File: src/rtl/acq_seq_pkg.sv
package acq_seq_pkg;
  localparam int SEQ_CH_W  = 4;
  localparam int SEQ_CNT_W = 16;
  localparam int SEQ_SCN_W = 4;

  typedef enum logic [1:0] {AM_FIXED = 2'd0, AM_SEQ = 2'd1, AM_HOST = 2'd2} addr_mode_e;
  typedef enum logic [1:0] {FK_ONE = 2'd0, FK_SCAN = 2'd1, FK_MULTI = 2'd2} frame_kind_e;

  function automatic logic [SEQ_CH_W-1:0] ch_lim(input logic [SEQ_CH_W-1:0] ch, input logic diff);
    ch_lim = diff ? {1'b0, ch[SEQ_CH_W-2:0]} : ch;
  endfunction

  function automatic logic [SEQ_CH_W-1:0] next_seq(input logic [SEQ_CH_W-1:0] cur,
                                                   input logic [SEQ_CH_W-1:0] f,
                                                   input logic [SEQ_CH_W-1:0] l);
    next_seq = (cur >= l) ? f : cur + 1'b1;
  endfunction

  function automatic logic [SEQ_CNT_W-1:0] frame_len(input logic [1:0] kind,
                                                     input logic [SEQ_CH_W-1:0] f,
                                                     input logic [SEQ_CH_W-1:0] l,
                                                     input logic [SEQ_SCN_W-1:0] scans);
    logic [SEQ_CNT_W-1:0] span;
    span = (l >= f) ? (SEQ_CNT_W'(l) - SEQ_CNT_W'(f) + SEQ_CNT_W'(1)) : SEQ_CNT_W'(1);
    case (kind)
      FK_SCAN:  frame_len = span;
      FK_MULTI: frame_len = span * (SEQ_CNT_W'(scans) + SEQ_CNT_W'(1));
      default:  frame_len = SEQ_CNT_W'(1);
    endcase
  endfunction
endpackage

File: src/rtl/acq_pacer.sv
module acq_pacer #(
  parameter int CNT_W = 16
) (
  input  logic             clk,
  input  logic             rst_n,
  input  logic             run,
  input  logic             reload,
  input  logic [CNT_W-1:0] div,
  output logic             tick
);
  logic [CNT_W-1:0] cnt_q;

  always_ff @(posedge clk) begin
    if (!rst_n) cnt_q <= '0;
    else if (reload || !run) cnt_q <= div;
    else if (cnt_q == '0) cnt_q <= div;
    else cnt_q <= cnt_q - 1'b1;
  end

  assign tick = run && (cnt_q == '0);
endmodule

File: src/rtl/acq_trig.sv
module acq_trig (
  input  logic clk,
  input  logic rst_n,
  input  logic ext_sel,
  input  logic ext_n,
  input  logic pace_tick,
  output logic trig
);
  logic ext_q;
  logic fall;

  always_ff @(posedge clk) begin
    if (!rst_n) ext_q <= 1'b1;
    else ext_q <= ext_n;
  end

  assign fall = ext_q && !ext_n;
  assign trig = ext_sel ? fall : pace_tick;
endmodule

File: src/rtl/acq_chan.sv
module acq_chan
  import acq_seq_pkg::*;
#(
  parameter int CH_W = SEQ_CH_W
) (
  input  logic            clk,
  input  logic            rst_n,
  input  logic            load,
  input  logic            adv,
  input  logic [1:0]      mode,
  input  logic            diff,
  input  logic [CH_W-1:0] first_ch,
  input  logic [CH_W-1:0] last_ch,
  input  logic [CH_W-1:0] host_ch,
  output logic [CH_W-1:0] ch
);
  logic [CH_W-1:0] f_m, l_m, h_m, nxt;

  assign f_m = ch_lim(first_ch, diff);
  assign l_m = ch_lim(last_ch, diff);
  assign h_m = ch_lim(host_ch, diff);

  always_comb begin
    case (mode)
      AM_SEQ:  nxt = next_seq(ch, f_m, l_m);
      AM_HOST: nxt = h_m;
      default: nxt = f_m;
    endcase
  end

  always_ff @(posedge clk) begin
    if (!rst_n) ch <= '0;
    else if (load) ch <= (mode == AM_HOST) ? h_m : f_m;
    else if (adv) ch <= nxt;
  end
endmodule

File: src/rtl/acq_seq.sv
module acq_seq
  import acq_seq_pkg::*;
#(
  parameter int CH_W  = SEQ_CH_W,
  parameter int CNT_W = SEQ_CNT_W,
  parameter int SCN_W = SEQ_SCN_W
) (
  input  logic             clk,
  input  logic             rst_n,
  input  logic             arm,
  input  logic [1:0]       addr_mode,
  input  logic             diff_en,
  input  logic [CH_W-1:0]  first_ch,
  input  logic [CH_W-1:0]  last_ch,
  input  logic [CH_W-1:0]  host_ch,
  input  logic [1:0]       frame_kind,
  input  logic [SCN_W-1:0] scans_m1,
  input  logic [CNT_W-1:0] samples_m1,
  input  logic [CNT_W-1:0] start_div,
  input  logic [CNT_W-1:0] frame_div,
  input  logic             trig_ext_sel,
  input  logic             ext_trig_n,
  input  logic             eoc,
  output logic [CH_W-1:0]  chan,
  output logic             diff_out,
  output logic             conv_start,
  output logic             acq,
  output logic             trig_missed
);
  logic             acq_q, running_q, eoc_seen_q, start_q, missed_q, diff_q;
  logic [CNT_W-1:0] rem_q, left_q, gap_q;
  logic             pace_tick, trig_evt;
  logic             accept_evt, issue_evt, adv_evt, last_eoc, frame_end;
  logic             diff_sel;
  logic [CNT_W-1:0] flen;

  acq_pacer #(.CNT_W(CNT_W)) u_pacer (
    .clk(clk), .rst_n(rst_n), .run(acq_q), .reload(arm),
    .div(frame_div), .tick(pace_tick)
  );

  acq_trig u_trig (
    .clk(clk), .rst_n(rst_n), .ext_sel(trig_ext_sel), .ext_n(ext_trig_n),
    .pace_tick(pace_tick), .trig(trig_evt)
  );

  assign diff_sel = arm ? diff_en : diff_q;

  acq_chan #(.CH_W(CH_W)) u_chan (
    .clk(clk), .rst_n(rst_n), .load(arm), .adv(adv_evt), .mode(addr_mode),
    .diff(diff_sel), .first_ch(first_ch), .last_ch(last_ch), .host_ch(host_ch),
    .ch(chan)
  );

  assign flen       = frame_len(frame_kind, ch_lim(first_ch, diff_q),
                                ch_lim(last_ch, diff_q), scans_m1);
  assign accept_evt = trig_evt && acq_q && !running_q && !arm;
  assign issue_evt  = running_q && eoc_seen_q && (gap_q == '0) && !arm;
  assign adv_evt    = running_q && eoc && !arm;
  assign last_eoc   = adv_evt && (rem_q == '0);
  assign frame_end  = adv_evt && (left_q == '0);

  always_ff @(posedge clk) begin
    if (!rst_n) begin
      acq_q      <= 1'b0;
      running_q  <= 1'b0;
      eoc_seen_q <= 1'b0;
      start_q    <= 1'b0;
      missed_q   <= 1'b0;
      diff_q     <= 1'b0;
      rem_q      <= '0;
      left_q     <= '0;
      gap_q      <= '0;
    end else begin
      start_q <= accept_evt || issue_evt;
      if (arm) begin
        acq_q      <= 1'b1;
        running_q  <= 1'b0;
        eoc_seen_q <= 1'b0;
        missed_q   <= 1'b0;
        diff_q     <= diff_en;
        rem_q      <= samples_m1;
        gap_q      <= '0;
      end else begin
        if (gap_q != '0) gap_q <= gap_q - 1'b1;
        if (accept_evt) begin
          running_q  <= 1'b1;
          left_q     <= flen - CNT_W'(1);
          gap_q      <= start_div;
          eoc_seen_q <= 1'b0;
        end
        if (issue_evt) begin
          eoc_seen_q <= 1'b0;
          left_q     <= left_q - 1'b1;
          gap_q      <= start_div;
        end
        if (adv_evt) begin
          rem_q <= rem_q - 1'b1;
          if (last_eoc || frame_end) running_q <= 1'b0;
          else eoc_seen_q <= 1'b1;
          if (last_eoc) acq_q <= 1'b0;
        end
        if (trig_evt && acq_q && running_q) missed_q <= 1'b1;
      end
    end
  end

  assign conv_start  = start_q;
  assign acq         = acq_q;
  assign diff_out    = diff_q;
  assign trig_missed = missed_q;
endmodule

File: config.mk
export PLATFORM = sky130hd
export DESIGN_NAME = acq_seq
export DESIGN_NICKNAME = d
export VERILOG_FILES = /design/src/rtl/acq_seq_pkg.sv /design/src/rtl/acq_pacer.sv /design/src/rtl/acq_trig.sv /design/src/rtl/acq_chan.sv /design/src/rtl/acq_seq.sv
export SDC_FILE = /design/constraint.sdc
export NUM_CORES = 1
export LEC_CHECK = 0
export BUFFER_PORTS_ARGS = -buffer_cell sky130_fd_sc_hd__buf_2
export CORE_AREA = 2 2 123 137
export DETAILED_ROUTE_END_ITERATION = 10
export DIE_AREA = 0 0 125 139
export PLACE_DENSITY = 0.67
export SLEW_MARGIN = 25
export SYNTH_ARGS = -nofsm -noshare
export SYNTH_HDL_FRONTEND = slang
export SYNTH_SLANG_ARGS = --single-unit
File: constraint.sdc
create_clock -name clk -period 7.7 [get_ports clk]
set_clock_uncertainty 0.1 [all_clocks]
set_input_delay 1.54 -clock clk [delete_from_list [all_inputs] [get_ports clk]]
set_output_delay 1.54 -clock clk [all_outputs]
set_load 0.03 [all_outputs]
==> summary.md, run 1 <==
| Metric | Value |
|---|---|
| Top Ports | `83` |
| Num rows | `49` |
| Final worst slack | `0.341 ns` |
| Utilization after layout | `47.1%` |
| Global Route Usage Sum | `17.6%` |
| Area Growth Syn to Fin | `19.8%` |
| Initial drt markers | `293` |
| Chip width | `125 um` |
| Critical path endpoint category | `flip-flop` |
| Core area | `0.0161 mm^2` |
| CTS tree | `yes` |
| Critical path's slowest cell | `fa_1` |
| Synth top area share | `23.7%` |
| Cell taking the most area after synthesis | `dfxtp_1` |
| Seq/Total Area, Yosys | `23.7%` |
| Detail-routed via count per cell | `5.27` |
| Final Non-Filler Cells | `1,142` |
| Fin crit share | `95.6%` |
| Reg2Reg Depth | `23` |
| WP buf/inv | `7` |
| DRC | `0` |
| Status | `completed` |
| Initial core utilization | `39.4%` |
| EDFF count, synth | `0` |
| Mean Syn Cell Area | `7.70 um^2` |
| Root Buffer | `clkbuf_16` |
| Syn Inst Count | `821` |
| Reg2Reg Setup Slack | `1.37 ns` |
| Worst Min Path Start | `trig_missed$_SDFFE_PP0P_` |
| Total die area | `0.0174 mm^2` |
| Ratio of cells with drive above 1 in the final layout | `18.9%` |
| Async SR Flop Fraction | `0%` |
| Commonest cells post-synth | `nor2_1, nand2_1, dfxtp_1` |
| DP Area | `0.00725 mm^2` |
| Vias in the first global route | `5,731` |
| Critical R2R Launch | `diff_out$_SDFF_PN0_` |
| Critical Path Source | `last_ch[0]` |
| Clock Latency Late Sink | `0.33 ns` |
| Final wirelength | `15,400 um` |
| Total gr overflow | `0` |
| TritonCTS buffer count | `9` |
| Final Hold Viols | `0` |
| Count leader, synth | `nor2_1` |
| Largest net degree at the start of global routing | `49` |
| Final number of setup-violating endpoints | `0` |
| WHS Path Cells | `2` |
| Pre-antenna DRT Iters | `4` |
| CP required | `7.83 ns` |
| Initial antenna violation count | `0` |
| Tightest Hold Check Type | `reg -> reg` |
| DP Worst Slack | `-0.335 ns` |
| CP dominant cell by count | `inv_1` |
| IO buf count | `82` |
| Worst path arrival time | `7.49 ns` |
| Post-synth top flop | `dfxtp_1` |
| Power Density | `247 mW/mm^2` |
| Post-DP HPWL | `11,900 um` |
| Routability Congestion | `0.855` |
| First-pass GRT wire length | `26,000 um` |
| Leakage power | `0.00353 uW` |
| Hold path endpoint | `trig_missed$_SDFFE_PP0P_` |
| Worst slew pin tran | `0.979 ns` |
| N_diodes | `0` |
| Startpoint Class | `primary input` |
| Crit Path Class | `in -> reg` |
| Min Tclk post-route | `7.36 ns` |
| Die H | `139 um` |
| Fmax | `136 MHz` |
| Sink Count | `75` |
| Synth top area cells | `dfxtp_1, fa_1, ha_1, nor2_1, nand2_1` |
| CTS H-tree lvls | `3` |
| Top delay family on crit path | `adder cells` |
| Fill count | `1,619` |
| CTS Hold Bufs | `0` |
| Worst-path fanout max | `4` |
| #FFs+latches synth | `75` |
| Slew headroom | `34.6%` |
| Max Cap Violations | `0` |
| Routed Antenna Nets | `0` |
| Bufs on Longest Clock Path | `2` |
| Inst Count DP | `1,128` |
| Syn nets | `957` |
| Total number of vias | `6,017` |
| Clk pin slew, worst setup/hold paths | `0.06 ns` |
| Drt wl/cell | `13.5 um` |
| Cell area after layout | `0.00757 mm^2` |
| CP max stage delay | `0.56 ns` |
| R2r endpoint | `left_q[15]$_SDFFE_PN0P_` |
| Final net count | `1,071` |
| Yosys warning total | `0` |
| Distinct cells, synth | `72` |
| WHS | `0.385 ns` |
| Synth Cell Area | `0.00632 mm^2` |
| Slew Viols, Final | `0` |
| Worst VDD drop | `0.147 mV` |
layout by cell type (no fill, tap or decap), types with 28 or more instances in the layout:
cell     instances
a21oi_1         35
buf_2           82
buf_4           52
dfxtp_1         75
ha_1            37
inv_1           59
nand2_1         88
nor2_1          95
o21ai_0         52
xnor2_1         28
metal layers:
metal  GRT usage, %  vias up  share of wire [%]
met2           30.4      109                 49
met5              0        -                  0
li1               -     3084                  -
met3           2.35       18                3.4
met1           22.8     2806                 46
met4           5.38        0                1.8
power breakdown:
part | leakage, uW | total, uW | switching (uW) | internal (uW)
sequential | 0.000615 | 479 | 42.8 | 436
combinational | 0.00277 | 984 | 540 | 444
clock | 0.000141 | 407 | 152 | 255
logic make-up (layout without fill, tap and decap cells):
| logic type | count (synthesis) | after routing | synth area share, % |
|---|---|---|---|
| xor+xnor | 49 | 49 | 6.79 |
| flops | 75 | 75 | 23.7 |
| buf+inv | 91 | 208 | 5.54 |
| mux | 12 | 12 | 1.94 |
| compound gates | 188 | 188 | 19.8 |
| simple gates | 345 | 345 | 27.2 |
| fa+ha+maj | 61 | 61 | 14.9 |
cell type report:
class | instances | area [um^2] | area share (%)
flip-flops and latches | 75 | 1500 | 19.8
inverters | 60 | 225 | 2.97
well taps | 204 | 255 | 3.37
clock buffers | 11 | 243 | 3.21
repair buffers | 134 | 801 | 10.6
multi-input cells | 655 | 4510 | 59.5
clock inverters | 3 | 40.0 | 0.529
registers in the layout, summed over array words and instances, names as in the netlist:
name           flops
gap_q             16
left_q            16
rem_q             16
u_pacer.cnt_q     16
u_chan.ch          4
acq                1
conv_start         1
diff_out           1
eoc_seen_q         1
running_q          1
trig_missed        1
u_trig.ext_q       1
worst min-delay path: stages, from the launching register on:
cell	delay, ns
dfxtp_1	0.33
a31oi_1	0.05
nor2_1	0.08
metrics by stage:
step	power, uW	setup TNS (ns)
floorplan	1210	0
global placement	1440	-0.355
detailed placement	1460	-0.928
CTS	1880	0
global route	2040	-0.000857
finish	1870	0
how the worst max path moves through the flow:
stage               slack [ns]  cells after the start                       to
finish                    0.34                     28  left_q[15]$_SDFFE_PN0P_
global route           -0.0009                     28  left_q[15]$_SDFFE_PN0P_
CTS                       0.07                     27  left_q[15]$_SDFFE_PN0P_
detailed placement       -0.34                     26  left_q[15]$_SDFFE_PN0P_
global placement         -0.19                     26  left_q[15]$_SDFFE_PN0P_
floorplan                 0.01                     25  left_q[15]$_SDFFE_PN0P_
timing repair:
item	CTS	global route
pin swaps	0	5
setup endpoints to repair	2	4
gates resized for setup	1	9
cloned	0	0
setup buffers	0	0
No activity file was read; power rests on OpenSTA's default activity.
==> run 2: changes to the inputs <==
- REMOVE_ABC_BUFFERS: unset -> 1
==> run 2 against run 1 <==
Effect of this change: design area increased by 0.73%; count of clock-buffer cells in the layout shrank 1; die area is the same; sequential cell count unchanged; cell count is the same; first-iteration DRC count rose by 13%; via count decreased by 0.58%; register-to-register slack improved by 0.04 ns; worst setup slack improved by 0.029 ns; critical path depth fell by 2; hold slack got worse by 0.010 ns; combinational power is 1% lower; critical endpoint unchanged.
==> summary.md, run 2 (synthesis gave the netlist of run 1 again) <==
| Metric | Value |
|---|---|
| Initial drt markers | `330` |
| CTS Hold Bufs | `0` |
| Detail-routed via count per cell | `5.24` |
| Total number of vias | `5,982` |
| Final Hold Viols | `0` |
| Final worst slack | `0.370 ns` |
| Initial antenna violation count | `0` |
| Power Total | `1980 uW` |
| Switch share | `37.6%` |
| Worst path arrival time | `7.46 ns` |
| First-pass GRT wire length | `26,700 um` |
| Area Growth Syn to Fin | `20.6%` |
| IO buf count | `82` |
| Routability Congestion | `0.874` |
| Clock Latency Late Sink | `0.34 ns` |
| Vias in the first global route | `5,931` |
| Worst-path fanout max | `5` |
| Fin crit share | `95.2%` |
| DP Worst Slack | `-0.376 ns` |
| Internal | `1230 uW` |
| Worst Min Path Start | `trig_missed$_SDFFE_PP0P_` |
| Total gr overflow | `0` |
| Clock power frac | `26.5%` |
| Tightest Hold Check Type | `reg -> reg` |
| Largest net degree at the start of global routing | `49` |
| Max Cap Violations | `0` |
| Final net count | `1,069` |
| Most common cell after layout, fill and taps aside | `nor2_1` |
| N_diodes | `0` |
| Utilization after layout | `47.5%` |
| Drt wl/cell | `13.3 um` |
| P_sw | `742 uW` |
| CTS tree | `yes` |
| Worst VDD drop | `0.190 mV` |
| DRC | `0` |
| Fmax | `136 MHz` |
| Startpoint Class | `primary input` |
| Power Density | `259 mW/mm^2` |
| TritonCTS buffer count | `9` |
| Global Route Usage Sum | `18.0%` |
| Final number of setup-violating endpoints | `0` |
| Clk pin slew, worst setup/hold paths | `0.06 ns` |
| Num rows | `49` |
| Sequential share of power | `24.3%` |
| Critical R2R Launch | `diff_out$_SDFF_PN0_` |
| Routed Antenna Nets | `0` |
| Critical path endpoint category | `flip-flop` |
| Root Buffer | `clkbuf_16` |
| Ratio of cells with drive above 1 in the final layout | `18.6%` |
| Post-DP HPWL | `11,700 um` |
| Crit Path Class | `in -> reg` |
| Inst Count DP | `1,126` |
| Initial core utilization | `39.4%` |
| Min Tclk post-route | `7.33 ns` |
| Final wirelength | `15,200 um` |
| Worst slew pin tran | `0.983 ns` |
| CP required | `7.83 ns` |
| Status | `completed` |
| Slew Viols, Final | `0` |
| Leakage power | `0.00355 uW` |
| Slew headroom | `34.2%` |
| Fill count | `1,619` |
| RSZ-0062 raised after global routing | `no` |
| Core area | `0.0161 mm^2` |
| Critical Path Source | `first_ch[1]` |
| Pre-antenna DRT Iters | `5` |
| Final Non-Filler Cells | `1,142` |
| Chip width | `125 um` |
| Die H | `139 um` |
| Sink Count | `75` |
| Top Ports | `83` |
| CTS H-tree lvls | `3` |
| Total die area | `0.0174 mm^2` |
| Bufs on Longest Clock Path | `2` |
| Comb pwr share | `49.2%` |
| Most frequent cells in the layout | `nor2_1, nand2_1, buf_2` |
## run 2: layout make-up
cell class	instances	area (um^2)	area share, %
clock buffer	10	239	3.13
timing repair buffer	132	786	10.3
inverter	60	225	2.95
sequential	75	1500	19.7
tap	204	255	3.35
clock inverter	6	136	1.79
multi-input combinational	655	4480	58.8
## run 2: power by group through the flow
stage	Combinational, uW	Sequential [uW]	Clock, uW
floorplan	714	481	0
global placement	948	486	0
detailed placement	960	487	0
CTS	970	479	532
global route	1120	487	550
finish	972	479	524
## run 2: stage by stage
step	setup TNS (ns)	hold WS, ns	cell area, um^2
2_1_floorplan	0	0.354	6200
3_3_place_gp	-0.664	0.345	7240
3_5_place_dp	-1.05	0.360	7240
4_1_cts	0	0.374	7610
5_1_grt	0	0.436	7630
6_report	0	0.375	7630
## run 2: metal layers
layer / global-route usage, % / vias to the layer above / part of all wire [%]
met2: 31.2 / 120 / 48
met3: 2.74 / 21 / 4.2
met4: 6.43 / 0 / 2.0
met5: 0 / - / 0
li1: - / 3077 / -
met1: 22.6 / 2764 / 45
## run 2: critical path: stages
cell and delay (ns):
buf_2 0.07, inv_1 0.06, buf_4 0.15, ha_1 0.31, buf_4 0.13, a41o_1 0.24
or2_2 0.33, nand2_1 0.16, nor2_1 0.07, buf_4 0.17, fa_1 0.51, fa_1 0.53
inv_1 0.06, fa_1 0.49, inv_1 0.04, ha_1 0.31, o21a_1 0.18, o21ai_0 0.25
a32oi_2 0.10, mux2i_1 0.16, a2111oi_2 0.35, o22ai_1 0.14, a211o_1 0.28, or4_4 0.53
nor2_1 0.11, and4b_1 0.19
## run 2: repair_timing
item | in CTS | in global routing
setup endpoints to repair | 2 | 4
gates resized for setup | 1 | 5
gates cloned | 0 | 0
pin swaps | 0 | 5
buffers inserted | 0 | 0
## run 2: final timing paths
path	depth (start not counted)	to	slack [ns]
max	26	left_q[15]$_SDFFE_PN0P_	0.37
min	2	trig_missed$_SDFFE_PP0P_	0.38
max reg2reg	25	left_q[15]$_SDFFE_PN0P_	1.41
min reg2reg	2	trig_missed$_SDFFE_PP0P_	0.38
